File: config.mk
export PLATFORM = sky130hd
export DESIGN_NAME = pm_intx_router
export DESIGN_NICKNAME = d
export VERILOG_FILES = /design/src/rtl/pm_intx_pkg.sv /design/src/rtl/intx_code_map.sv /design/src/rtl/intx_route_lane.sv /design/src/rtl/pm_event_ctrl.sv /design/src/rtl/pm_intx_router.sv
export SDC_FILE = /design/constraint.sdc
export NUM_CORES = 1
export LEC_CHECK = 0
export BUFFER_PORTS_ARGS = -buffer_cell sky130_fd_sc_hd__clkbuf_2
export CORE_UTILIZATION = 53
export DETAILED_ROUTE_END_ITERATION = 7
export GPL_TIMING_DRIVEN = 0
export PLACE_DENSITY = 0.92
export SYNTH_ARGS = -nofsm -noshare
export SYNTH_HDL_FRONTEND = slang
export SYNTH_SLANG_ARGS = --single-unit
File: constraint.sdc
create_clock -name clk_i -period 2.2 [get_ports clk_i]
set_input_delay 0.44 -clock clk_i [delete_from_list [all_inputs] [get_ports clk_i]]
set_output_delay 0.44 -clock clk_i [all_outputs]
set_load 0.05 [all_outputs]
File: src/rtl/pm_intx_pkg.sv
package pm_intx_pkg;

    typedef enum logic [1:0] {
        DLV_SMI   = 2'b00,
        DLV_NMI   = 2'b01,
        DLV_IRQ15 = 2'b10,
        DLV_IRQ10 = 2'b11
    } delivery_e;

    typedef enum logic {
        EV_IDLE  = 1'b0,
        EV_PULSE = 1'b1
    } ev_state_e;

    localparam int unsigned NUM_DLV   = 4;
    localparam int unsigned NUM_LANES = 4;
    localparam int unsigned CODE_W    = 4;

endpackage

File: src/rtl/intx_code_map.sv
module intx_code_map
    import pm_intx_pkg::*;
(
    input  logic [CODE_W-1:0] code_i,
    output logic [CODE_W-1:0] irq_o
);
    // Code-to-IRQ table packed as 16 nibbles, entry 15 at the top.
    localparam logic [16*CODE_W-1:0] MAP = {
        4'd15, 4'd14, 4'd12, 4'd11, 4'd6, 4'd5, 4'd10, 4'd9,
        4'd0,  4'd0,  4'd0,  4'd0,  4'd7, 4'd4, 4'd3,  4'd0
    };

    always_comb begin
        irq_o = MAP[code_i*CODE_W +: CODE_W];
    end

    // the map never yields an IRQ number that no code maps to
    always_comb begin
        a_r8_legal_irq: assert (!(irq_o inside {4'd1, 4'd2, 4'd8, 4'd13}));
    end
endmodule

File: src/rtl/intx_route_lane.sv
module intx_route_lane
    import pm_intx_pkg::*;
#(
    parameter int unsigned ADDR_W   = 8,
    parameter int unsigned DATA_W   = 8,
    parameter logic [ADDR_W-1:0] REG_ADDR = 8'h42,
    parameter int unsigned NIB_SEL  = 0
) (
    input  logic              clk_i,
    input  logic              rst_ni,
    input  logic              wr_i,
    input  logic [ADDR_W-1:0] addr_i,
    input  logic [DATA_W-1:0] data_i,
    output logic [CODE_W-1:0] irq_o
);
    localparam int unsigned LSB = NIB_SEL * CODE_W;

    logic              hit;
    logic [CODE_W-1:0] mapped;

    assign hit = wr_i && (addr_i == REG_ADDR);

    intx_code_map u_map (
        .code_i (data_i[LSB +: CODE_W]),
        .irq_o  (mapped)
    );

    always_ff @(posedge clk_i) begin
        if (!rst_ni)
            irq_o <= '0;
        else if (hit)
            irq_o <= mapped;
    end

    // the route holds when its register is not written
    a_r9_route_hold: assert property (@(posedge clk_i) disable iff (!rst_ni)
        !hit |=> $stable(irq_o));
    // a registered route never carries an unmapped IRQ number
    a_r8_route_legal: assert property (@(posedge clk_i) disable iff (!rst_ni)
        hit |=> !(irq_o inside {4'd1, 4'd2, 4'd8, 4'd13}));
endmodule

File: src/rtl/pm_event_ctrl.sv
module pm_event_ctrl
    import pm_intx_pkg::*;
#(
    parameter int unsigned ADDR_W = 8,
    parameter int unsigned DATA_W = 8,
    parameter logic [ADDR_W-1:0] CTL_ADDR  = 8'h30,
    parameter logic [ADDR_W-1:0] STAT_ADDR = 8'h35
) (
    input  logic               clk_i,
    input  logic               rst_ni,
    input  logic               wr_i,
    input  logic [ADDR_W-1:0]  addr_i,
    input  logic [DATA_W-1:0]  data_i,
    output logic [NUM_DLV-1:0] pulse_o,
    output logic [3:0]         status_o
);
    // Bit positions within the control write
    localparam int unsigned ARM_BIT  = 4;
    localparam int unsigned TRIG_BIT = 3;
    localparam int unsigned QUAL_BIT = 2;
    localparam int unsigned SEL_LSB  = 4;

    ev_state_e         state_q, state_d;
    delivery_e         sel_q;
    logic [DATA_W-1:0] ctl_q;
    logic              ctl_hit, stat_hit, fire;

    assign ctl_hit  = wr_i && (addr_i == CTL_ADDR);
    assign stat_hit = wr_i && (addr_i == STAT_ADDR);
    assign fire     = ctl_hit && data_i[ARM_BIT] && data_i[QUAL_BIT]
                      && data_i[TRIG_BIT] && !ctl_q[TRIG_BIT];

    // Next state: idle_to_pulse on fire, pulse_to_idle otherwise
    always_comb begin
        state_d = state_q;
        unique case (state_q)
            EV_IDLE:  state_d = fire ? EV_PULSE : EV_IDLE;
            EV_PULSE: state_d = fire ? EV_PULSE : EV_IDLE;
            default:  state_d = EV_IDLE;
        endcase
    end

    // State register
    always_ff @(posedge clk_i) begin
        if (!rst_ni)
            state_q <= EV_IDLE;
        else
            state_q <= state_d;
    end

    // Configuration state: control value, delivery select, status nibble
    always_ff @(posedge clk_i) begin
        if (!rst_ni) begin
            ctl_q    <= '0;
            sel_q    <= DLV_SMI;
            status_o <= '0;
        end else begin
            if (ctl_hit)
                ctl_q <= data_i;
            if (stat_hit)
                sel_q <= delivery_e'(data_i[SEL_LSB +: 2]);
            if (fire)
                status_o <= status_o | 4'b1110;
            else if (ctl_hit && !data_i[ARM_BIT])
                status_o <= '0;
        end
    end

    // Output process: registered one-hot pulse on the selected line
    always_ff @(posedge clk_i) begin
        if (!rst_ni) begin
            pulse_o <= '0;
        end else begin
            pulse_o <= '0;
            if (fire) begin
                unique case (sel_q)
                    DLV_SMI:   pulse_o[0] <= 1'b1;
                    DLV_NMI:   pulse_o[1] <= 1'b1;
                    DLV_IRQ15: pulse_o[2] <= 1'b1;
                    DLV_IRQ10: pulse_o[3] <= 1'b1;
                    default:   pulse_o    <= '0;
                endcase
            end
        end
    end

    // at most one delivery line active
    a_r3_onehot_delivery: assert property (@(posedge clk_i) disable iff (!rst_ni)
        $onehot0(pulse_o));
    // a pulse lasts a single cycle
    a_r2_single_cycle: assert property (@(posedge clk_i) disable iff (!rst_ni)
        (|pulse_o) |=> !(|pulse_o));
    // the state machine and the pulse register agree
    a_r2_state_tracks_pulse: assert property (@(posedge clk_i) disable iff (!rst_ni)
        (state_q == EV_PULSE) == (|pulse_o));
    // status bits 3:1 are set whenever a pulse is out
    a_r5_status_on_event: assert property (@(posedge clk_i) disable iff (!rst_ni)
        (|pulse_o) |-> (status_o[3:1] == 3'b111));
    // a control write with bit 4 clear empties the status nibble
    a_r6_status_clear: assert property (@(posedge clk_i) disable iff (!rst_ni)
        (ctl_hit && !data_i[ARM_BIT]) |=> (status_o == 4'b0000));
    // a status-register write leaves the status nibble alone
    a_r7_status_kept: assert property (@(posedge clk_i) disable iff (!rst_ni)
        stat_hit |=> $stable(status_o));
endmodule

File: src/rtl/pm_intx_router.sv
module pm_intx_router
    import pm_intx_pkg::*;
#(
    parameter int unsigned ADDR_W = 8,
    parameter int unsigned DATA_W = 8,
    parameter logic [ADDR_W-1:0] CTL_ADDR   = 8'h30,
    parameter logic [ADDR_W-1:0] STAT_ADDR  = 8'h35,
    parameter logic [ADDR_W-1:0] ROUTE_BASE = 8'h42
) (
    input  logic              clk_i,
    input  logic              rst_ni,
    input  logic              cfg_wr_i,
    input  logic [ADDR_W-1:0] cfg_addr_i,
    input  logic [DATA_W-1:0] cfg_data_i,
    output logic              smi_o,
    output logic              nmi_o,
    output logic              irq15_o,
    output logic              irq10_o,
    output logic [3:0]        pm_status_o,
    output logic [3:0]        inta_irq_o,
    output logic [3:0]        intb_irq_o,
    output logic [3:0]        intc_irq_o,
    output logic [3:0]        intd_irq_o
);
    localparam int unsigned LANES_PER_REG = DATA_W / CODE_W;

    logic [NUM_DLV-1:0] pulses;
    logic [CODE_W-1:0]  lane_irq [NUM_LANES];

    pm_event_ctrl #(
        .ADDR_W    (ADDR_W),
        .DATA_W    (DATA_W),
        .CTL_ADDR  (CTL_ADDR),
        .STAT_ADDR (STAT_ADDR)
    ) u_event (
        .clk_i    (clk_i),
        .rst_ni   (rst_ni),
        .wr_i     (cfg_wr_i),
        .addr_i   (cfg_addr_i),
        .data_i   (cfg_data_i),
        .pulse_o  (pulses),
        .status_o (pm_status_o)
    );

    assign smi_o   = pulses[0];
    assign nmi_o   = pulses[1];
    assign irq15_o = pulses[2];
    assign irq10_o = pulses[3];

    for (genvar g = 0; g < NUM_LANES; g++) begin : g_lane
        intx_route_lane #(
            .ADDR_W   (ADDR_W),
            .DATA_W   (DATA_W),
            .REG_ADDR (ADDR_W'(ROUTE_BASE + g / LANES_PER_REG)),
            .NIB_SEL  (g % LANES_PER_REG)
        ) u_lane (
            .clk_i  (clk_i),
            .rst_ni (rst_ni),
            .wr_i   (cfg_wr_i),
            .addr_i (cfg_addr_i),
            .data_i (cfg_data_i),
            .irq_o  (lane_irq[g])
        );
    end

    assign inta_irq_o = lane_irq[0];
    assign intb_irq_o = lane_irq[1];
    assign intc_irq_o = lane_irq[2];
    assign intd_irq_o = lane_irq[3];

    // with no write strobe nothing but an ending pulse moves
    a_r10_idle_quiet: assert property (@(posedge clk_i) disable iff (!rst_ni)
        !cfg_wr_i |=> ($stable(pm_status_o) && !(|pulses)));
endmodule

-- After elaboration in Yosys (flattened, before gate mapping)
Index checks and enable logic that the tools add are counted.
- equality and inequality tests: 7
- shifts and indexed selects: 2
- mux-type cells: 6
- reduce and logical (&&, ||, !) cells: 14
- operators by type and width (kind ; count):
    64-bit by 7-bit variable part select with 4-bit output (first input constant) ; 2
    8-bit by 6-bit == test with 1-bit output (second input constant) ; 2
    8-bit by 7-bit == test with 1-bit output (second input constant) ; 2
    1-bit logical AND ; 9
    4-bit two-way mux ; 2
    2-bit == test (second input constant) ; 2
    1-bit two-way mux ; 4
    2-bit by 1-bit == test with 1-bit output (second input constant) ; 1
    1-bit logical NOT ; 2
    2-bit logical NOT ; 1
    2-bit AND reduction ; 1
    2-bit nonzero test ; 1
- flip-flop bits (word level): 29
- input bits: 19
- output and inout bits: 24
- word-level logic and storage cells: 37

-- Depth between registers and ports, before layout
Gate-level depths: netlist of the first run.
- depth in word-level cells: 7
- gate-level depth with buffers: 5
- mapped depth without buffers: 5

-- Hierarchy
From an unflattened synthesis of the first run, not the netlist that was laid out.
- cells, all modules: 176
- area total of the unflattened synthesis: 1642.8 µm²
- by module, submodules not included (module ; instances ; cells each ; area an instance (µm²) ; sequential area each (µm²)):
    intx_code_map ; 4 ; 14 ; 118.9 ; 0.0
    intx_route_lane (g_lane[0].u_lane ...) ; 2 ; 20 ; 214.0 ; 80.1
    intx_route_lane (g_lane[2].u_lane ...) ; 2 ; 20 ; 193.9 ; 80.1
    pm_event_ctrl ; 1 ; 40 ; 351.6 ; 160.2

-- Worst setup path after synthesis of the first run
No wires, ideal clock.
- path kind: input port to flip-flop
- start point: input cfg_data_i[0]
- end point: register g_lane[0].u_lane.irq_o[0]
- library setup time: 0.126 ns
- data arrival time: 1.296 ns
- data required time: 2.074 ns
- path slack: 0.778 ns
- cell stages on the path: 5
- buffers on the path: 0
- cells stage by stage: inv_1 -> ha_1 -> or3_1 -> a31oi_1 -> a211oi_1
- word-level cells in the longest chain between the ends: 1
- ends and longest elaborated chain (item ; RTL line ; text):
    start: declaration ; pm_intx_router.sv:14 ; input logic [DATA_W-1:0] cfg_data_i,
    64-bit by 7-bit variable part select with 4-bit output ; intx_code_map.sv:14 ; irq_o = MAP[code_i*CODE_W +: CODE_W];
    end signal: assignment ; intx_route_lane.sv:32 ; irq_o <= mapped;
    end: declaration ; intx_route_lane.sv:14 ; output logic [CODE_W-1:0] irq_o
Every way passes these cells.
A chain may end at the register's enable or synchronous reset.

-- Worst setup path after layout of the first run
- start point: register u_event.status_o[2]
- end point: output pm_status_o[2]
- RTL lines (item ; RTL line ; text):
    start: declaration ; pm_event_ctrl.sv:15 ; output logic [3:0] status_o
    start signal: assignment ; pm_event_ctrl.sv:63 ; status_o <= status_o | 4'b1110;
    end: declaration ; pm_intx_router.sv:19 ; output logic [3:0] pm_status_o,
No word-level cell between the ends.

==> impl_metrics.ini, run 1 <==
[floorplanning]
die_x_microns = 51.1
rows = 17
dieArea_sq_um = 2610
die_h_microns = 51.1
fp.coreArea_sq_um = 2230
ios = 43
start_util_pct = 57.2

[grt]
gr-total-overflow = 0
grt_max_degree = 14
grt_pass1_wl_mm = 4.15
grt_pass1_vias = 1016
grtUsageTotal_pct = 21.6
antenna_found_initial = 0

[sta]
rsz0062_at_grt = false
fin_skew_ps = 1.34
max_freq_mhz = 659
setup-violations-final = 0
slew_violations = 0
fin_crit_ps = 1520
hold_viol_final = 0
finalSetupTns_ps = 0
period_share_pct = 69.0
timing.hold.ws_ps = 380

[clocking]
clock-root-buffer = clkbuf_4
clock-sinks = 24
postCtsSetupBuffers = 0
cts_hold_buf = 0
cts_max_path_buffers = 2
clk_latency_ps = 310
cts.repair.resized = 0
numCtsBuffers = 3
path_clk_slew_ps = 130
h-tree-depth = 1
cts_tree = built

[pwr]
total_power_mw = 0.766
power.density_nw_per_um2 = 494
max-vdd-ir-drop_uv = 375
power_leakage_nw = 0.780

[synthesis]
synthTopCellsByCount = dfxtp_1, nand2_1, mux2i_1, ha_1, inv_1
seq_area_frac_synth_pct = 37.6
yosysTopAreaCell = dfxtp_1
netlist_area_sq_um = 1280
yosysWarnings = 0
synth_area_leaders = dfxtp_1, mux2i_1, ha_1, nand2_1, nand3_4
synthFlopType = dfxtp_1
yosys.cell_types.count = 31
syn_nets = 159
synth_edf_count = 0
async_flop_share_pct = 0
yosysMostFrequentCell = dfxtp_1
yosys.area.top_type_share_pct = 37.6
synth_seq_cells = 24
syn_inst = 132
avgSynthCellArea_sq_um = 9.68

[worst_setup_path]
cp.arrival_ps = 1080
cp_top_family = flip-flops
crit_path_cell_trace = buf_4 > clkbuf_2
start_kind = flop
required_ps = 1760
worstSetupPathType = reg2out
critPathMaxFanout = 4
crit_path_top_delay_cell = dfxtp_1
crit_buf_inv = 2
cpPeakStageDelay_ps = 390
end_kind = output pin

[place]
hpwlAfterDp_mm = 2.14
gp_congestion = 0.792
portBuffers = 40
dp_cells = 200

[drt]
wirelength_mm = 2.66
drc = 0
drt-initial-drc-count = 28
antenna_left = 0
route.detailed.wl_per_inst_microns = 13.1
via_per_inst = 5.46
dr.pass1.iters = 4
vias = 1113

[job]
drv_cap = 0

[cells_and_area]
layout.cells.non_filler = 204
nets = 204
drive_gt1_share_pct = 32.4
syn2layout_area_growth_pct = 21.3
post-route-util_pct = 69.4
num_antenna_cells = 0

[min_path]
hp-class = in2reg

[run_status]
status = finished clean
==> kinds of logic (layout without fill, tap and decap cells) <==
group | count (synthesis) | after routing | synth area share (%)
adder cells (fa/ha/maj) | 8 | 8 | 7.84
flip-flops | 24 | 24 | 37.6
AND/OR/NAND/NOR | 54 | 54 | 28.8
AO/OA/AOI/OAI | 15 | 15 | 7.74
other | 1 | 1 | 0.294
multiplexers | 15 | 15 | 11.8
buffers and inverters | 15 | 59 | 5.98
==> layout by cell type (no fill, tap or decap), types with 5 or more instances in the layout <==
master,n
clkbuf_2,40
inv_1,7
a31oi_1,5
ha_1,8
buf_4,5
dfxtp_1,24
and3b_1,5
mux2i_1,15
nand2_1,20
nor2b_1,5
==> stage by stage <==
step	instance area, sq um	setup slack [ps]
5_1_grt	1550	629
2_1_floorplan	1280	778
4_1_cts	1550	670
3_5_place_dp	1510	527
6_report	1550	682
3_3_place_gp	1510	589
==> path summary, 6_finish.rpt <==
check,from,endpoint,slack (ps),depth (start not counted)
worst max-delay path,u_event.status_o[2]$_SDFFE_PN0P_,pm_status_o[2],680,2
worst min-delay path,cfg_data_i[5],u_event.sel_q[1]$_SDFFE_PN0P_,380,3
worst max register to register,u_event.ctl_q[3]$_SDFFE_PN0N_,u_event.pulse_o[1]$_SDFF_PN0_,1200,2
worst min register to register,g_lane[0].u_lane.irq_o[3]$_SDFFE_PN0P_,g_lane[0].u_lane.irq_o[3]$_SDFFE_PN0P_,470,2
==> area by class of cell <==
type	count	area, sq um
clock buffer	4	36.3
timing repair buffer	40	200
buffer	8	50.0
tap	28	35.0
fill	183	684
sequential	24	480
inverter	7	26.3
multi-input combinational	93	721
==> worst min-delay path: stages <==
cell	delay, ps
clkbuf_2	110
nand2_1	60
mux2i_1	60
==> report_power, final <==
part | internal [mW] | leakage (nW) | switching [mW]
Sequential | 0.435 | 0.193 | 0.000265
Clock | 0.101 | 0.0210 | 0.133
Combinational | 0.0381 | 0.566 | 0.0586
Total | 0.574 | 0.780 | 0.191
==> state kept, by name (all words and copies together), names as in the netlist <==
name / flops
g_lane.u_lane.irq_o: 16
u_event.status_o: 1
u_event.sel_q: 2
u_event.pulse_o: 4
u_event.ctl_q: 1
==> per-layer routing <==
metal / routed length [microns] / global-route usage [%] / vias up
li1: - / - / 554
met1: 1060 / 22.2 / 525
met2: 1470 / 42.1 / 28
met3: 77 / 2.98 / 6
met4: 56 / 9.72 / 0
met5: 0 / 0 / -
Note: power is estimated with default switching activity, not from simulation.
==> run 2: changes to the inputs <==
CORE_ASPECT_RATIO = 2   (was not set)
CORE_UTILIZATION = 44   (was 53)
PLACE_DENSITY = 0.83   (was 0.92)
clock period = 1.3 ns   (was 2.2 ns; I/O delays follow)
==> impl_metrics.ini, run 2 (same netlist as run 1, synthesis figures left out) <==
[worst_setup_path]
critPathMaxFanout = 4
cpPeakStageDelay_ps = 380
required_ps = 1040
cp.arrival_ps = 980
end_kind = output pin
crit_path_top_delay_cell = dfxtp_1
crit_path_cell_trace = buf_4 > clkbuf_4
rrSetupSlack_ps = 250
start_kind = flop
worstSetupPathType = reg2out

[grt]
use_met2_pct = 32.9
grt_use_met3_pct = 2.82
grt_pass1_vias = 990
antenna_found_initial = 0
grt_max_degree = 13
gr-total-overflow = 0
met1_usage_pct = 20.4
grt_pass1_wl_mm = 4.22
grt-busiest-layer = met2
grtUsageTotal_pct = 18.6

[floorplanning]
die_x_microns = 40.1
fp.coreArea_sq_um = 2770
die_h_microns = 78.2
dieArea_sq_um = 3140
ios = 43
start_util_pct = 46.1
rows = 27

[run_status]
status = finished clean

[drt]
route.detailed.wl_per_inst_microns = 13.4
drt-initial-drc-count = 20
vias = 1097
dr.pass1.iters = 4
drc = 0
wirelength_mm = 2.72
antenna_left = 0
via_per_inst = 5.38

[job]
drv_cap = 0

[pwr]
total_power_mw = 1.33
switching_share_pct = 24.1
p_int_mw = 1.01
power.switching_mw = 0.320
power_leakage_nw = 0.782
seqPwrFrac_pct = 55.4
p_comb_share_pct = 12.3
pwr-share-clk_pct = 32.3
power.density_nw_per_um2 = 847
max-vdd-ir-drop_uv = 471

[cells_and_area]
regMostFlops = g_lane.u_lane.irq_o
reg_top3 = g_lane.u_lane.irq_o: 16 flops, u_event.pulse_o: 4 flops, u_event.sel_q: 2 flops
post-route-util_pct = 56.5
nets = 204
fillCellCount = 252
num_antenna_cells = 0
drive_gt1_share_pct = 32.6
final_common_cell = clkbuf_2
syn2layout_area_growth_pct = 22.6
final_cell_mix = clkbuf_2, dfxtp_1, nand2_1, mux2i_1, ha_1
largest_reg_flops = 16

[clocking]
clk_latency_ps = 270
numCtsBuffers = 3
path_clk_slew_ps = 80
cts_max_path_buffers = 2
cts_tree = built
postCtsSetupBuffers = 0
h-tree-depth = 1
cts_hold_buf = 0
clock-root-buffer = clkbuf_8
clock-sinks = 24
cts.repair.resized = 0

[sta]
hold_viol_final = 0
max_freq_mhz = 808
timing.hold.ws_ps = 278
fin_skew_ps = 0.517
rsz0062_at_grt = false
period_share_pct = 95.3
finalSetupTns_ps = 0
slew_violations = 0
setup-violations-final = 0
fin_crit_ps = 1240

[min_path]
hp-class = in2reg

[place]
portBuffers = 40
gp_congestion = 0.783
hpwlAfterDp_mm = 2.25
-- run 2: cell types whose count changed in the layout (fill, tap and decap cells not counted), sizes merged --
cell,before,now
clkbuf,46,44
buf,6,7
-- run 2: layer usage --
metal | up-vias | share of wire [%] | wire length [microns]
li1 | 541 | - | -
met1 | 524 | 37 | 1000
met2 | 28 | 59 | 1600
met3 | 4 | 3.2 | 87
met4 | 0 | 1.4 | 37
met5 | - | 0 | 0
-- run 2: final timing paths --
check	cells after the start	startpoint	to
hold reg to reg	2	g_lane[2].u_lane.irq_o[2]$_SDFFE_PN0P_	g_lane[2].u_lane.irq_o[2]$_SDFFE_PN0P_
setup / recovery	2	u_event.status_o[2]$_SDFFE_PN0P_	pm_status_o[3]
setup reg to reg	2	u_event.ctl_q[3]$_SDFFE_PN0N_	u_event.pulse_o[1]$_SDFF_PN0_
hold / removal	3	cfg_data_i[5]	u_event.sel_q[1]$_SDFFE_PN0P_
-- run 2: power groups by stage --
stage,Sequential (mW),Clock [mW],Combinational (mW)
2_1_floorplan,0.755,0,0.0945
3_3_place_gp,0.753,0,0.152
3_5_place_dp,0.753,0,0.160
4_1_cts,0.736,0.424,0.160
5_1_grt,0.736,0.460,0.180
6_report,0.736,0.429,0.163
-- run 2: worst max-delay path, delay by kind of cell (launching register included) --
| kind | cells | cell delay, ps |
|---|---|---|
| flops | 1 | 380 |
| buf+inv | 2 | 330 |
-- run 2: stage by stage --
stage | worst slack (ps) | instances | cell area [sq um]
after floorplan | 58.4 | 132 | 1280
after global placement | -162 | 201 | 1510
after detailed placement | -242 | 201 | 1510
after CTS | 5.39 | 204 | 1560
after global routing | 29.6 | 204 | 1570
final | 61.7 | 204 | 1570
-- run 2: cell type report --
class	count	area (sq um)	share of cell area (%)
well taps	29	36.3	2.32
clock buffers	3	41.3	2.64
repair buffers	40	205	13.1
inverters	7	26.3	1.68
multi-input cells	93	727	46.4
plain buffers	8	50.0	3.19
flip-flops and latches	24	480	30.7
==> run 3: changes to the inputs <==
PLACE_DENSITY = 0.81   (was 0.83)
==> impl_metrics.ini, run 3 (same netlist as run 1, synthesis figures left out) <==
[run_status]
status = finished clean

[drt]
vias = 1111
drc = 0
dr.pass1.iters = 4
wirelength_mm = 2.73
antenna_left = 0
drt-initial-drc-count = 18
via_per_inst = 5.42
route.detailed.wl_per_inst_microns = 13.3

[grt]
grt_max_degree = 14
grt_pass1_wl_mm = 4.47
grt_pass1_vias = 1066
gr-total-overflow = 0
grtUsageTotal_pct = 19.8
antenna_found_initial = 0

[cells_and_area]
layout.cells.non_filler = 205
nets = 204
syn2layout_area_growth_pct = 22.8
final_common_cell = clkbuf_2
regMostFlops = g_lane.u_lane.irq_o
reg_top3 = g_lane.u_lane.irq_o: 16 flops, u_event.pulse_o: 4 flops, u_event.sel_q: 2 flops
num_antenna_cells = 0
largest_reg_flops = 16
final_area_sq_um = 1570
final_cell_mix = clkbuf_2, dfxtp_1, nand2_1, mux2i_1, ha_1
drive_gt1_share_pct = 32.4

[floorplanning]
dieArea_sq_um = 3140
die_x_microns = 40.1
ios = 43
rows = 27
start_util_pct = 46.1
die_h_microns = 78.2
fp.coreArea_sq_um = 2770

[sta]
slew_violations = 0
setup-violations-final = 0
finalSetupTns_ps = 0
fin_skew_ps = 0.830
max_freq_mhz = 792
period_share_pct = 97.1
rsz0062_at_grt = false
fin_crit_ps = 1260
hold_viol_final = 0

[place]
hpwlAfterDp_mm = 2.20
dpl_cell_area_sq_um = 1510
gp_congestion = 0.784
dp_cells = 201
portBuffers = 40

[clocking]
cts_tree = built
path_clk_slew_ps = 80
h-tree-depth = 1
clock-sinks = 24
clock-root-buffer = clkbuf_8
postCtsSetupBuffers = 0
numCtsBuffers = 3
clk_latency_ps = 260
cts_max_path_buffers = 2

[pwr]
power_leakage_nw = 0.789
max-vdd-ir-drop_uv = 402
power.density_nw_per_um2 = 890

[worst_setup_path]
cp.arrival_ps = 1000
rrSetupSlack_ps = 260
r2r-start = u_event.ctl_q[3]$_SDFFE_PN0N_
r2r-end = u_event.pulse_o[2]$_SDFF_PN0_
crit_path_top_delay_cell = dfxtp_1
required_ps = 1040
cp-startpoint = u_event.status_o[2]$_SDFFE_PN0P_
r2r_cells = 2
cpPeakStageDelay_ps = 370
critPathMaxFanout = 4
crit_path_cell_trace = buf_4 > buf_2
worstSetupPathType = reg2out
end_kind = output pin
start_kind = flop

[min_path]
hp-class = in2reg
hold-path-endpoint = u_event.sel_q[1]$_SDFFE_PN0P_
hold_depth = 3
min_from = cfg_data_i[5]

[job]
drv_cap = 0
run 3: cell count changes in the layout (fill, tap and decap cells not counted):
cell      change
buf_2         +2
clkbuf_4      -1
a31oi_2       -1
clkbuf_8      +1
a31oi_1       +1
buf_4         -1
run 3: layout make-up:
type | instances | area (sq um)
Buffer | 8 | 50.0
Inverter | 7 | 26.3
Timing Repair Buffer | 40 | 200
Clock buffer | 4 | 55.1
Sequential cell | 24 | 480
Multi-Input combinational cell | 93 | 721
Fill cell | 268 | 1200
Tap cell | 29 | 36.3
run 3: metrics by stage:
step | hold WS (ps) | setup WS [ps] | power (mW) | utilization [%]
4_1_cts | 280 | 16.6 | 1.40 | 56.6
6_report | 273 | 37.9 | 1.40 | 56.6
3_5_place_dp | 455 | -230 | 0.913 | 54.7
3_3_place_gp | 446 | -162 | 0.905 | 54.7
5_1_grt | 297 | 0.688 | 1.44 | 56.6
2_1_floorplan | 402 | 58.4 | 0.850 | -
run 3: power by group:
group | internal [mW] | switching, mW
clock | 0.270 | 0.230
combinational | 0.0639 | 0.0968
sequential | 0.735 | 0.000453
total | 1.07 | 0.328
run 3: routing by layer:
metal | part of all wire, % | wire length (microns) | vias up | global-route usage [%]
met4 | 1.9 | 53 | 0 | 8.97
met2 | 58 | 1590 | 31 | 35.5
li1 | - | - | 544 | -
met3 | 4.0 | 108 | 6 | 3.11
met1 | 36 | 974 | 530 | 20.1
met5 | 0 | 0 | - | 0
run 3: what timing repair did:
item / CTS / global route
hold buffers: 0 / 0
endpoints found under the setup margin: 0 / 2
resized for setup: 0 / 2
run 3: how the worst max path moves through the flow:
stage	endpoint	cells past startpoint
after CTS	pm_status_o[3]	2
after floorplan	g_lane[0].u_lane.irq_o[0]$_SDFFE_PN0P_	5
final	pm_status_o[3]	2
after detailed placement	g_lane[2].u_lane.irq_o[0]$_SDFFE_PN0P_	6
after global routing	pm_status_o[3]	2
after global placement	g_lane[0].u_lane.irq_o[0]$_SDFFE_PN0P_	6
run 3: critical path: cells and delay by family (launching register included):
kind	cells	cell delay (ps)
buffers and inverters	2	360
flip-flops	1	370
